### config.mk
export PLATFORM = sky130hd
export DESIGN_NAME = uart_frame_rx
export DESIGN_NICKNAME = d
export VERILOG_FILES = /design/src/rtl/uart_rx_pkg.sv /design/src/rtl/uart_rx_front.sv /design/src/rtl/uart_rx_parity.sv /design/src/rtl/uart_frame_rx.sv
export SDC_FILE = /design/constraint.sdc
export NUM_CORES = 1
export LEC_CHECK = 0
export ABC_AREA = 1
export BUFFER_PORTS_ARGS = -buffer_cell sky130_fd_sc_hd__buf_2
export CORE_MARGIN = 8
export CORE_UTILIZATION = 52
export DETAILED_ROUTE_END_ITERATION = 8
export GPL_TIMING_DRIVEN = 0
export PLACE_DENSITY = 0.73
export SYNTH_ARGS = -nofsm -noshare
export SYNTH_HDL_FRONTEND = slang
export SYNTH_HIERARCHICAL = 1
export SYNTH_SLANG_ARGS = --single-unit
### constraint.sdc
create_clock -name clk -period 1.9 [get_ports clk]
set_input_delay 0.095 -clock clk [delete_from_list [all_inputs] [get_ports clk]]
set_output_delay 0.095 -clock clk [all_outputs]
set_load 0.005 [all_outputs]
### src/rtl/uart_rx_pkg.sv
package uart_rx_pkg;

    typedef enum logic [2:0] {
        ST_IDLE,
        ST_START,
        ST_DATA,
        ST_PARITY,
        ST_STOP
    } rx_state_t;

    typedef struct packed {
        logic [1:0] wlen;
        logic       pen;
        logic       even;
        logic       stick;
    } rx_cfg_t;

endpackage

### src/rtl/uart_rx_front.sv
module uart_rx_front #(
    parameter int SYNC_STAGES = 2
) (
    input  logic clk,
    input  logic rst_n,
    input  logic pin,
    input  logic loop_tx,
    input  logic loop_en,
    output logic line,
    output logic fall
);
    logic                   raw;
    logic [SYNC_STAGES-1:0] sync_q;
    logic                   prev_q;

    assign raw = loop_en ? loop_tx : pin;

    // Idle-high reset values prevent a false edge when reset is released.
    always_ff @(posedge clk or negedge rst_n) begin
        if (!rst_n) begin
            sync_q <= '1;
            prev_q <= 1'b1;
        end else begin
            sync_q <= {sync_q[SYNC_STAGES-2:0], raw};
            prev_q <= sync_q[SYNC_STAGES-1];
        end
    end

    assign line = sync_q[SYNC_STAGES-1];
    assign fall = prev_q & ~line;
endmodule

### src/rtl/uart_rx_parity.sv
module uart_rx_parity #(
    parameter int DATA_W = 8
) (
    input  logic [DATA_W-1:0] data,
    input  logic              even,
    input  logic              stick,
    output logic              exp_bit
);
    // Unused upper data bits are cleared, so the reduction covers the word only.
    always_comb begin
        if (stick)
            exp_bit = ~even;
        else if (even)
            exp_bit = ^data;
        else
            exp_bit = ~(^data);
    end
endmodule

### src/rtl/uart_frame_rx.sv
module uart_frame_rx
    import uart_rx_pkg::*;
#(
    parameter int DATA_W = 8,
    parameter int OSR    = 16
) (
    input  logic              clk,
    input  logic              rst_n,
    input  logic              tick16,
    input  logic              rx_pin,
    input  logic              tx_loop,
    input  logic              loop_en,
    input  logic              glb_en,
    input  logic              rx_en,
    input  logic [1:0]        word_len,
    input  logic              par_en,
    input  logic              par_even,
    input  logic              par_stick,
    output logic              rx_valid,
    output logic [DATA_W-1:0] rx_data,
    output logic              err_parity,
    output logic              err_frame
);
    localparam int TCW      = $clog2(OSR);
    localparam int BCW      = $clog2(DATA_W);
    localparam int HALF     = OSR / 2;
    localparam int MIN_BITS = DATA_W - 3;

    rx_state_t         state_q, state_d;
    rx_cfg_t           cfg_q;
    logic [TCW-1:0]    tcnt_q;
    logic [BCW-1:0]    bcnt_q;
    logic [DATA_W-1:0] shf_q;
    logic              perr_q;
    logic              line, fall, active;
    logic              mid_hit, full_hit, exp_bit;
    logic [BCW-1:0]    last_idx;

    uart_rx_front #(.SYNC_STAGES(2)) u_front (
        .clk     (clk),
        .rst_n   (rst_n),
        .pin     (rx_pin),
        .loop_tx (tx_loop),
        .loop_en (loop_en),
        .line    (line),
        .fall    (fall)
    );

    uart_rx_parity #(.DATA_W(DATA_W)) u_parity (
        .data    (shf_q),
        .even    (cfg_q.even),
        .stick   (cfg_q.stick),
        .exp_bit (exp_bit)
    );

    assign active   = glb_en & rx_en;
    assign mid_hit  = tick16 && (tcnt_q == TCW'(HALF - 1));
    assign full_hit = tick16 && (tcnt_q == TCW'(OSR - 1));
    assign last_idx = BCW'(MIN_BITS - 1) + BCW'(cfg_q.wlen);

    // Next-state selection
    always_comb begin
        state_d = state_q;
        unique case (state_q)
            ST_IDLE:   if (active && fall) state_d = ST_START;
            ST_START:  if (mid_hit) state_d = line ? ST_IDLE : ST_DATA;
            ST_DATA:   if (full_hit && bcnt_q == last_idx)
                           state_d = cfg_q.pen ? ST_PARITY : ST_STOP;
            ST_PARITY: if (full_hit) state_d = ST_STOP;
            ST_STOP:   if (full_hit) state_d = ST_IDLE;
            default:   state_d = ST_IDLE;
        endcase
    end

    // State register with its counters and shift register
    always_ff @(posedge clk or negedge rst_n) begin
        if (!rst_n) begin
            state_q <= ST_IDLE;
            cfg_q   <= '0;
            tcnt_q  <= '0;
            bcnt_q  <= '0;
            shf_q   <= '0;
        end else begin
            state_q <= state_d;
            unique case (state_q)
                ST_IDLE: begin
                    tcnt_q <= '0;
                    bcnt_q <= '0;
                    if (active && fall) begin
                        cfg_q <= rx_cfg_t'{wlen: word_len, pen: par_en,
                                           even: par_even, stick: par_stick};
                        shf_q <= '0;
                    end
                end
                ST_START: begin
                    if (tick16) tcnt_q <= mid_hit ? '0 : tcnt_q + 1'b1;
                end
                default: begin
                    if (tick16) tcnt_q <= full_hit ? '0 : tcnt_q + 1'b1;
                    if (state_q == ST_DATA && full_hit) begin
                        shf_q[bcnt_q] <= line;
                        bcnt_q        <= bcnt_q + 1'b1;
                    end
                end
            endcase
        end
    end

    // Output register
    always_ff @(posedge clk or negedge rst_n) begin
        if (!rst_n) begin
            rx_valid   <= 1'b0;
            rx_data    <= '0;
            err_parity <= 1'b0;
            err_frame  <= 1'b0;
            perr_q     <= 1'b0;
        end else begin
            rx_valid <= 1'b0;
            if (state_q == ST_IDLE)
                perr_q <= 1'b0;
            if (state_q == ST_PARITY && full_hit)
                perr_q <= line ^ exp_bit;
            if (state_q == ST_STOP && full_hit) begin
                rx_valid   <= 1'b1;
                rx_data    <= shf_q;
                err_parity <= perr_q;
                err_frame  <= ~line;
            end
        end
    end
endmodule

==> flow_metrics.env, run 1 <==
export IMPL_post_drt_via_cell_ratio=4.87
export IMPL_final_min_period_over_clock_period_pct=77.2
export IMPL_cts_made_buffers=5
export IMPL_vdd_ir_drop_worst_v=0.000614
export IMPL_synth_yosys_seq_area_share_pct=48.1
export IMPL_drt_initial_drc_count=90
export IMPL_static_leakage_nw=1.26
export IMPL_slowest_delay_ps=510
export IMPL_fin_skew_ps=5.96
export IMPL_postSynthCellCount=269
export IMPL_syn_area_per_cell_um2=7.38
export IMPL_core_mm2=0.00366
export IMPL_wl_per_cell_um=10.5
export IMPL_cp_cell_sequence="inv_1 -> nor2_1 -> nand3_1 -> nor2_4 -> inv_4 -> nand2_2 -> o21ai_0 -> nand2_1 -> nand2_1"
export IMPL_switching_share_pct=34.9
export IMPL_holdWs_ps=6.06
export IMPL_die_h_um=77.8
export IMPL_clkPwrFrac_pct=25.8
export IMPL_site_rows=22
export IMPL_total_switching_power_w=0.000760
export IMPL_route_vias_total=1711
export IMPL_timing_critical_path_slowest_stage_cell="dfstp_2"
export IMPL_groute_usage_overall_pct=13.8
export IMPL_ant_nets=0
export IMPL_synth_warnings=6
export IMPL_timing_final_hold_violations=0
export IMPL_arrival_ps=1650
export IMPL_achievable_frequency_ghz=0.682
export IMPL_hpwl_um=2770
export IMPL_worst_endpoint_required_ps=2080
export IMPL_timing_max_slew_rel_slack_pct=45.9
export IMPL_grt_pass1_vias=1663
export IMPL_effective_utilization_at_floorplan_pct=54.2
export IMPL_main_combinational_cell_family_by_area_after_synthesis="simple AND/OR/NAND/NOR gates"
export IMPL_gp_congestion=0.861
export IMPL_number_of_antenna_violations_at_the_first_check_in_global_routing=0
export IMPL_post_route_min_period_ps=1470
export IMPL_post_layout_total_power_w=0.00218
export IMPL_setup_worst_path_class="reg2reg"
export IMPL_htree_num_levels=2
export IMPL_outcome="finished clean"
export IMPL_intPower_w=0.00142
export IMPL_floorplan_die_width_um=77.8
export IMPL_asyncSetResetFlopFracSynth_pct=100
export IMPL_floorplan_io_pins=24
export IMPL_layout_cell_area_non_filler_mm2=0.00228
export IMPL_final_cells=351
export IMPL_dp_cells=340
export IMPL_hold_path_class="in2reg"
export IMPL_nFillCells=343
export IMPL_synth_cell_area_mm2=0.00199
export IMPL_worst_pin_slew_ps=812
export IMPL_mostFrequentLayoutCell="nand2_1"
export IMPL_rsz0062_at_grt="false"
export IMPL_yosys_register_bits=38
export IMPL_grt_pass1_wl_um=6960
export IMPL_combinationalPowerShare_pct=27.6
export IMPL_global_route_overflow_total=0
export IMPL_die_area_mm2=0.00605
export IMPL_post_dp_cell_area_mm2=0.00216
export IMPL_postRouteWirelength_um=3700
export IMPL_yosys_mux_area_fraction_pct=0
export IMPL_route_detailed_drc=0
export IMPL_number_of_synthesized_flops_with_an_enable_pin=0
export IMPL_timing_critical_path_fanout_max=8
export IMPL_mostFrequentLayoutCells="nand2_1, dfrtp_1, inv_1"
export IMPL_cts_reportedPaths_clkPinSlew_ps=70
export IMPL_largest_net_degree_at_the_start_of_global_routing=39
export IMPL_maxCapViolations=0
export IMPL_synth_compound_area_share_pct=6.05
export IMPL_setup_violations=0
export IMPL_clock_tree_root_cell="clkbuf_8"
export IMPL_clkSinkCount=38
export IMPL_power_density_cell_area_mw_per_mm2=954
export IMPL_drt_pass1_iterations=4
export IMPL_flow_area_growth_from_synthesis_pct=14.9
export IMPL_final_setup_tns_ps=0
export IMPL_clk_latency_ps=290
export IMPL_simple_gate_area_share_of_the_yosys_netlist_pct=37.2
export IMPL_timing_max_transition_violations_final=0
export IMPL_synth_top_flop_cell="dfrtp_1"
export IMPL_synth_fa_ha_area_share_pct=1.26
export IMPL_seq_power_share_pct=46.7
export IMPL_synth_xor_area_share_pct=0.441
export IMPL_synth_fp_nets=284
export IMPL_crit_path_start_kind="flop"
export IMPL_final_layout_size_suffix_gt1_share_pct=16.5
export IMPL_critPathCaptureType="flop"
export IMPL_design_final_nets=317
export IMPL_post_cts_resized_instances=0
export IMPL_synthDistinctLibCells=22
export IMPL_tritoncts="yes"
export IMPL_antenna_cells_inserted=0
export IMPL_port_buffer_count=23
export IMPL_cts_path_max_buffers=2
export IMPL_crit_top_cell="nand2_1"
-- synthesized netlist by cell type, types with 2 or more instances --
cell	instances	area share (%)
inv_1	30	5.7
nand2_2	3	0.95
nand3_1	13	3.3
nand4_1	3	0.95
o21ai_0	18	4.5
nand2_1	126	24
dfrtp_1	35	44
dfstp_2	3	4.0
o21ai_1	2	0.50
nor2_4	5	2.8
ha_1	2	1.3
nor2_1	7	1.3
nor3_1	7	1.8
a21oi_1	4	1.0
nand2_4	3	1.7
buf_2	2	0.50
-- per-stage QoR --
stage                     worst slack (ps)  utilization, %
final                                  433            62.3
after global routing                   225            62.3
after CTS                              419            62.3
after detailed placement               427            59.0
after global placement                 423            59.0
after floorplan                        553               -
-- cell type report --
type                       count  area (um2)  share of cell area [%]
sequential                    38         955                    41.8
multi-input combinational    196         893                    39.1
timing repair buffer          26         145                    6.36
inverter                      33         128                    5.59
clock buffer                   7        86.3                    3.78
tap                           48        60.1                    2.63
buffer                         2        10.0                   0.439
clock inverter                 1        5.00                   0.219
-- per-layer routing --
| layer | GRT usage, % | share of wire (%) | vias up |
|---|---|---|---|
| li1 | - | - | 904 |
| met1 | 16.8 | 48 | 770 |
| met2 | 22.2 | 45 | 29 |
| met3 | 4.26 | 5.2 | 8 |
| met4 | 5.09 | 1.5 | 0 |
| met5 | 0 | 0 | - |
-- state kept, by name, indices dropped and copies added, names as in the netlist --
name,flops
rx_data,8
shf_q,8
cfg_q,5
tcnt_q,4
bcnt_q,3
state_q,3
u_front/sync_q,2
err_frame,1
err_parity,1
perr_q,1
rx_valid,1
u_front/prev_q,1
-- worst max-delay path, delay by kind of cell, from the launching register on --
kind | cells | cell delay [ps]
and+or+nand+nor | 6 | 640
DFF | 1 | 510
buffers and inverters | 2 | 120
AOI/OAI and AO/OA | 1 | 90
-- power groups by stage --
stage	Clock, W	Sequential, W	Combinational (W)
final	0.000561	0.00102	0.000600
after global routing	0.000609	0.00103	0.000713
after CTS	0.000585	0.00102	0.000605
after detailed placement	0	0.00103	0.000596
after global placement	0	0.00103	0.000582
after floorplan	0	0.00101	0.000467
-- logic make-up after synthesis --
kind of cell             count (synthesis)
XOR/XNOR                                 1
adder cells (fa/ha/maj)                  2
AND/OR/NAND/NOR                        169
AO/OA/AOI/OAI                           24
buffers and inverters                   35
flip-flops                              38
-- path summary, 6_finish.rpt --
| path | cells after the start | slack, ps | to | start |
|---|---|---|---|---|
| min | 3 | 6 | cfg_q[2]$_DFFE_PN0P_ | par_en |
| max | 9 | 430 | shf_q[2]$_DFFE_PN0P_ | u_front/prev_q$_DFF_PN1_ |
| min in group asynchronous | 2 | 440 | state_q[2]$_DFFE_PN0P_ | rst_n |
| min reg2reg | 0 | 360 | u_front/sync_q[1]$_DFF_PN1_ | u_front/sync_q[0]$_DFF_PN1_ |
| max reg2reg | 9 | 430 | shf_q[2]$_DFFE_PN0P_ | u_front/prev_q$_DFF_PN1_ |
| max in group asynchronous | 2 | 950 | rx_data[4]$_DFFE_PN0P_ | rst_n |
-- what timing repair did --
item                      CTS  global route
hold buffers                3             0
hold endpoints to repair   36             0
setup buffers               0             0
(Power assumes the default switching activity.)
==> run 2: changes to the inputs <==
--- a/config.mk
+++ b/config.mk
@@ -5,13 +5,13 @@
 export SDC_FILE = /design/constraint.sdc
 export NUM_CORES = 1
 export LEC_CHECK = 0
-export ABC_AREA = 1
+export ABC_AREA = 0
 export BUFFER_PORTS_ARGS = -buffer_cell sky130_fd_sc_hd__buf_2
 export CORE_MARGIN = 8
 export CORE_UTILIZATION = 52
 export DETAILED_ROUTE_END_ITERATION = 8
 export GPL_TIMING_DRIVEN = 0
-export PLACE_DENSITY = 0.73
+export PLACE_DENSITY = 0.75
 export SYNTH_ARGS = -nofsm -noshare
 export SYNTH_HDL_FRONTEND = slang
 export SYNTH_HIERARCHICAL = 1
==> constraint.sdc (replaced) <==
create_clock -name clk -period 1.28 [get_ports clk]
set_input_delay 0.064 -clock clk [delete_from_list [all_inputs] [get_ports clk]]
set_output_delay 0.064 -clock clk [all_outputs]
set_load 0.005 [all_outputs]
==> run 2 against run 1 <==
Largest cell class is now multi-input gates. Clock skew is 4.7 ps higher. Combinational power rose to 2.9 times the previous value. Die area up 2.4%. Clock power grew 85%. Critical endpoint is now perr_q$_DFFE_PN0P_. Critical path type unchanged. Total power increased by 100%. The run now ends with setup timing left.
==> flow_metrics.env, run 2 <==
export IMPL_outcome="complete, but fails checks"
export IMPL_failed_checks="setup timing"
export IMPL_intPower_w=0.00284
export IMPL_yosys_register_bits=38
export IMPL_postRouteWirelength_um=5590
export IMPL_cts_reportedPaths_clkPinSlew_ps=90
export IMPL_global_route_overflow_total=0
export IMPL_crit_path_start_kind="flop"
export IMPL_ys_top_cells_by_count="dfrtp_1, nand2_1, nor2_1, xnor2_1, mux2_4"
export IMPL_mostFrequentLayoutCells="dfrtp_1, buf_2, buf_4"
export IMPL_setup_violations=32
export IMPL_synth_warnings=6
export IMPL_slowest_delay_ps=430
export IMPL_antenna_cells_inserted=0
export IMPL_gp_congestion=0.897
export IMPL_groute_usage_overall_pct=17.4
export IMPL_synthDistinctLibCells=46
export IMPL_combinationalPowerShare_pct=40.3
export IMPL_synth_fp_nets=204
export IMPL_effective_utilization_at_floorplan_pct=52.7
export IMPL_timing_critical_path_fanout_max=2
export IMPL_timing_final_hold_violations=0
export IMPL_worst_pin_slew_ps=851
export IMPL_final_setup_tns_ps=-6900
export IMPL_synth_top_flop_cell="dfrtp_1"
export IMPL_largest_net_degree_at_the_start_of_global_routing=39
export IMPL_floorplan_die_width_um=78.7
export IMPL_maxCapViolations=0
export IMPL_reg_largest_list="rx_data: 8 flops, shf_q: 8 flops, cfg_q: 5 flops"
export IMPL_switching_share_pct=35.0
export IMPL_grtUsageMet2_pct=29.2
export IMPL_static_leakage_nw=1.46
export IMPL_die_area_mm2=0.00620
export IMPL_wl_per_cell_um=18.1
export IMPL_synth_largest_area_cell="dfrtp_1"
export IMPL_design_final_nets=273
export IMPL_r2r_worst_path_cells=8
export IMPL_synth_cell_area_mm2=0.00205
export IMPL_drt_initial_drc_count=94
export IMPL_worst_endpoint_required_ps=1490
export IMPL_core_mm2=0.00388
export IMPL_critPathCaptureType="flop"
export IMPL_floorplan_io_pins=24
export IMPL_timing_critical_path_slowest_stage_cell="dfrtp_1"
export IMPL_timing_max_slew_rel_slack_pct=43.3
export IMPL_holdPathStages=2
export IMPL_groute_layer_met1_usage_pct=21.6
export IMPL_drt_pass1_iterations=4
export IMPL_setup_worst_path_class="reg2reg"
export IMPL_number_of_antenna_violations_at_the_first_check_in_global_routing=0
export IMPL_arrival_ps=2160
export IMPL_total_switching_power_w=0.00153
export IMPL_postSynthCellCount=189
export IMPL_number_of_synthesized_flops_with_an_enable_pin=0
export IMPL_tritoncts="yes"
export IMPL_achievable_frequency_ghz=0.511
export IMPL_seq_power_share_pct=35.9
export IMPL_fin_skew_ps=10.6
export IMPL_setup_ws_ps=-678
export IMPL_postLayoutCoreUtil_pct=77.6
export IMPL_clock_tree_root_cell="clkbuf_8"
export IMPL_final_cells=309
export IMPL_power_density_cell_area_mw_per_mm2=1450
export IMPL_clkSinkCount=38
export IMPL_ant_nets=0
export IMPL_vdd_ir_drop_worst_v=0.00114
export IMPL_grt_busiest_layer="met2"
export IMPL_die_h_um=78.7
export IMPL_route_detailed_drc=0
export IMPL_synth_area_top_cells="dfrtp_1, mux2_4, xnor2_1"
export IMPL_port_buffer_count=22
export IMPL_synth_yosys_seq_area_share_pct=46.7
export IMPL_preCtsSetupSlack_ps=-574
export IMPL_grt_pass1_vias=1673
export IMPL_grt_pass1_wl_um=8500
export IMPL_nFillCells=231
export IMPL_dp_cells=261
export IMPL_mostFrequentLayoutCell="dfrtp_1"
export IMPL_clkPwrFrac_pct=23.8
export IMPL_rsz0062_at_grt="true"
export IMPL_final_min_period_over_clock_period_pct=153
export IMPL_htree_num_levels=2
export IMPL_syn_area_per_cell_um2=10.8
export IMPL_cts_made_buffers=5
export IMPL_timing_max_transition_violations_final=0
export IMPL_post_drt_via_cell_ratio=5.70
export IMPL_yosysMostFrequentCell="dfrtp_1"
export IMPL_final_layout_size_suffix_gt1_share_pct=52.1
export IMPL_clk_latency_ps=300
export IMPL_route_vias_total=1762
export IMPL_cts_path_max_buffers=2
export IMPL_synth_largest_type_area_fraction_pct=42.8
export IMPL_hpwl_um=2890
export IMPL_asyncSetResetFlopFracSynth_pct=100
export IMPL_site_rows=23
export IMPL_post_route_min_period_ps=1960
export IMPL_cp_cell_sequence="xnor2_2 -> xnor2_2 -> xnor2_1 -> nor2_1 -> xnor2_1 -> xor2_1 -> a21oi_1 -> a211oi_2"
export IMPL_hold_path_class="in2reg"
export IMPL_flow_area_growth_from_synthesis_pct=47.4
export IMPL_grt_use_met3_pct=4.63
[run 2: cell count changes in the layout (fill, tap and decap cells not counted), sizes merged, moves of 6 or more]
cell and change:
mux2 +11, nand3 -6, xnor2 +10, inv -28
o21ai -13, buf +40, nand2 -109
[run 2: final cells by class]
cell class / instances / area [um2] / area share [%]
clock buffer: 5 / 68.8 / 2.28
sequential: 38 / 956 / 31.7
tap: 50 / 62.6 / 2.07
buffer: 12 / 110 / 3.65
inverter: 5 / 23.8 / 0.788
timing repair buffer: 62 / 517 / 17.1
clock inverter: 3 / 45.0 / 1.49
multi-input combinational: 134 / 1230 / 40.9
[run 2: kinds of logic (layout without fill, tap and decap cells)]
family                     count (synthesis)  count (layout)  share of synthesized area [%]
adders and majority gates                  2               2                           1.22
buffers and inverters                     17              87                           5.26
xor gates and xnor gates                  14              14                           5.99
and+or+nand+nor                           71              71                           20.1
DFF                                       38              38                           46.7
AOI/OAI and AO/OA                         31              31                           10.8
muxes                                     16              16                           9.97
[run 2: critical path, delay by kind of cell (launching register included)]
kind | cells | cell delay, ps
xor gates and xnor gates | 5 | 1010
DFF | 1 | 430
AOI/OAI and AO/OA | 2 | 350
and+or+nand+nor | 1 | 70
[run 2: power by group through the flow]
stage / Sequential (W) / Clock, W / Combinational, W
3_3_place_gp: 0.00156 / 0 / 0.00114
4_1_cts: 0.00155 / 0.00105 / 0.00150
3_5_place_dp: 0.00156 / 0 / 0.00115
6_report: 0.00156 / 0.00104 / 0.00176
5_1_grt: 0.00158 / 0.00111 / 0.00190
2_1_floorplan: 0.00154 / 0 / 0.000924
[run 2: final timing paths]
check | startpoint | endpoint | slack (ps)
max | shf_q[1]$_DFFE_PN0P_ | perr_q$_DFFE_PN0P_ | -680
min | loop_en | u_front/sync_q[0]$_DFF_PN1_ | 50
max reg2reg | shf_q[1]$_DFFE_PN0P_ | perr_q$_DFFE_PN0P_ | -680
min reg2reg | u_front/sync_q[0]$_DFF_PN1_ | u_front/sync_q[1]$_DFF_PN1_ | 360
max in group asynchronous | rst_n | tcnt_q[2]$_DFFE_PN0P_ | 280
min in group asynchronous | rst_n | err_frame$_DFFE_PN0P_ | 400
[run 2: layer usage]
layer	routed length, um	vias to the layer above
li1	-	809
met1	2240	877
met2	2870	63
met3	356	13
met4	121	0
met5	0	-
[run 2: what timing repair did]
item | CTS | global route
gates resized for setup | 26 | 39
cloned | 2 | 0
pin swaps | 16 | 28
setup buffers | 23 | 8
hold endpoints to repair | 40 | 1
setup endpoints to repair | 30 | 33
hold buffers | 6 | 2
[run 2: stage by stage]
stage / power [W] / hold slack [ps] / cell area (um2)
finish: 0.00436 / 46.4 / 3020
global route: 0.00459 / 38.5 / 3020
CTS: 0.00410 / 0.0938 / 2780
detailed placement: 0.00271 / 214 / 2280
global placement: 0.00270 / 219 / 2280
floorplan: 0.00246 / -232 / 2110
==> run 3: changes to the inputs <==
--- a/config.mk
+++ b/config.mk
@@ -10,7 +10,7 @@
 export CORE_MARGIN = 8
 export CORE_UTILIZATION = 52
 export DETAILED_ROUTE_END_ITERATION = 8
-export GPL_TIMING_DRIVEN = 0
+export GPL_TIMING_DRIVEN = 1
 export PLACE_DENSITY = 0.75
 export SYNTH_ARGS = -nofsm -noshare
 export SYNTH_HDL_FRONTEND = slang
==> run 3 against run 2 <==
The run still ends with setup timing left. Via count grew 3.0%. Largest cell class unchanged. Sequential power about the same. Critical endpoint unchanged. Worst setup slack improved by 240 ps. Register-to-register slack better by 240 ps. Critical path type unchanged. Routed wire length grew 9.5%. Total power rose by 3.8%. Critical path depth unchanged.
==> flow_metrics.env, run 3 (synthesis gave the netlist of run 2 again) <==
export IMPL_outcome="complete, but fails checks"
export IMPL_failed_checks="setup timing"
export IMPL_route_vias_total=1815
export IMPL_ant_nets=0
export IMPL_crit_path_start_kind="flop"
export IMPL_site_rows=23
export IMPL_hpwl_um=3390
export IMPL_post_drt_via_cell_ratio=5.60
export IMPL_die_h_um=78.7
export IMPL_routed_top_layer="met4"
export IMPL_postRouteWirelength_um=6120
export IMPL_drt_initial_drc_count=111
export IMPL_final_layout_size_suffix_gt1_share_pct=55.8
export IMPL_htree_num_levels=2
export IMPL_preCtsSetupSlack_ps=-451
export IMPL_final_min_period_over_clock_period_pct=134
export IMPL_power_density_cell_area_mw_per_mm2=1470
export IMPL_floorplan_io_pins=24
export IMPL_timing_final_hold_violations=0
export IMPL_dp_cells=296
export IMPL_port_buffer_count=23
export IMPL_floorplan_die_width_um=78.7
export IMPL_cp_cell_sequence="xnor2_2 -> xnor2_2 -> xnor2_1 -> nor2_1 -> xnor2_1 -> xor2_1 -> nor4_1 -> a211oi_1"
export IMPL_worst_endpoint_required_ps=1500
export IMPL_slowest_delay_ps=410
export IMPL_hold_path_class="in2reg"
export IMPL_cts_reportedPaths_clkPinSlew_ps=80
export IMPL_worst_pin_slew_ps=476
export IMPL_clk_latency_ps=300
export IMPL_drt_pass1_iterations=4
export IMPL_setup_ws_ps=-437
export IMPL_setup_worst_path_class="reg2reg"
export IMPL_setup_violations=34
export IMPL_antenna_cells_inserted=0
export IMPL_clock_tree_root_cell="clkbuf_8"
export IMPL_wl_per_cell_um=18.9
export IMPL_static_leakage_nw=1.49
export IMPL_core_mm2=0.00388
export IMPL_flow_area_growth_from_synthesis_pct=50.9
export IMPL_wl_met1_um=2460
export IMPL_vdd_ir_drop_worst_v=0.000842
export IMPL_timing_critical_path_slowest_stage_cell="dfrtp_1"
export IMPL_grt_pass1_vias=1896
export IMPL_critPathCaptureType="flop"
export IMPL_final_setup_tns_ps=-6850
export IMPL_mostFrequentLayoutCells="buf_4, dfrtp_1, buf_2"
export IMPL_final_cells=324
export IMPL_die_area_mm2=0.00620
export IMPL_nFillCells=229
export IMPL_cts_path_max_buffers=2
export IMPL_maxCapViolations=0
export IMPL_cts_made_buffers=5
export IMPL_number_of_antenna_violations_at_the_first_check_in_global_routing=0
export IMPL_timing_max_transition_violations_final=0
export IMPL_global_route_overflow_total=0
export IMPL_met3_wirelength_um=359
export IMPL_timing_critical_path_fanout_max=2
export IMPL_routed_wl_met2_um=3090
export IMPL_holdPathStages=2
export IMPL_design_final_nets=288
export IMPL_gp_congestion=0.890
export IMPL_reg_largest_list="rx_data: 8 flops, shf_q: 8 flops, cfg_q: 5 flops"
export IMPL_groute_usage_overall_pct=18.9
export IMPL_route_detailed_drc=0
export IMPL_clkSinkCount=38
export IMPL_r2r_worst_path_cells=8
export IMPL_timing_max_slew_rel_slack_pct=68.3
export IMPL_tritoncts="yes"
export IMPL_achievable_frequency_ghz=0.582
export IMPL_mostFrequentLayoutCell="buf_4"
export IMPL_multiInputGateArea_mm2=0.00125
export IMPL_final_seq_area_um2=956
export IMPL_rsz0062_at_grt="true"
export IMPL_effective_utilization_at_floorplan_pct=52.7
export IMPL_arrival_ps=1930
export IMPL_fin_skew_ps=8.28
export IMPL_largest_net_degree_at_the_start_of_global_routing=39
export IMPL_post_route_min_period_ps=1720
export IMPL_grt_pass1_wl_um=9070
[run 3: repair_timing]
item / 4_1_cts / 5_1_grt
cloned: 2 / 0
hold endpoints to repair: 41 / 1
hold buffers: 7 / 1
buffers inserted: 8 / 6
pin swaps: 26 / 18
endpoints found under the setup margin: 30 / 33
gates resized for setup: 37 / 27
[run 3: layer usage]
layer  vias up  track usage (%)
met5         -                0
met4         0             8.33
li1        836                -
met3        21             5.30
met2        72             31.6
met1       886             22.0
[run 3: report_power, final]
| group | internal [W] | switching, W |
|---|---|---|
| Clock | 0.000433 | 0.000447 |
| Sequential | 0.00138 | 0.000206 |
| Combinational | 0.00102 | 0.00105 |
| Total | 0.00283 | 0.00170 |
[run 3: worst paths after layout]
kind | startpoint | endpoint | slack [ps]
max in group asynchronous | rst_n | u_front/sync_q[1]$_DFF_PN1_ | 580
worst max-delay path | shf_q[3]$_DFFE_PN0P_ | perr_q$_DFFE_PN0P_ | -440
worst max register to register | shf_q[3]$_DFFE_PN0P_ | perr_q$_DFFE_PN0P_ | -440
min in group asynchronous | rst_n | state_q[0]$_DFFE_PN0P_ | 330
worst min register to register | u_front/sync_q[0]$_DFF_PN1_ | u_front/sync_q[1]$_DFF_PN1_ | 360
worst min-delay path | loop_en | u_front/sync_q[0]$_DFF_PN1_ | 30
[run 3: area by class of cell]
| cell class | count | share of cell area [%] |
|---|---|---|
| multi-input cells | 135 | 40.5 |
| flip-flops and latches | 38 | 31.0 |
| repair buffers | 88 | 22.8 |
| clock buffers | 6 | 2.67 |
| well taps | 50 | 2.03 |
| inverters | 5 | 0.608 |
| clock inverters | 2 | 0.405 |
[run 3: metrics by stage]
step	hold WS, ps	instance area (um2)	util (%)	power, W
after floorplan	-232	2110	-	0.00246
final	29.2	3090	79.5	0.00453
after global routing	21.5	3090	79.5	0.00475
after detailed placement	142	2530	65.2	0.00311
after CTS	0.467	2950	75.9	0.00423
after global placement	140	2530	65.2	0.00307
[run 3: worst max-delay path: cells and delay by family, from the launching register on]
family / cells / cell delay (ps)
AOI/OAI and AO/OA: 1 / 200
xor gates and xnor gates: 5 / 870
DFF: 1 / 410
and+or+nand+nor: 2 / 140
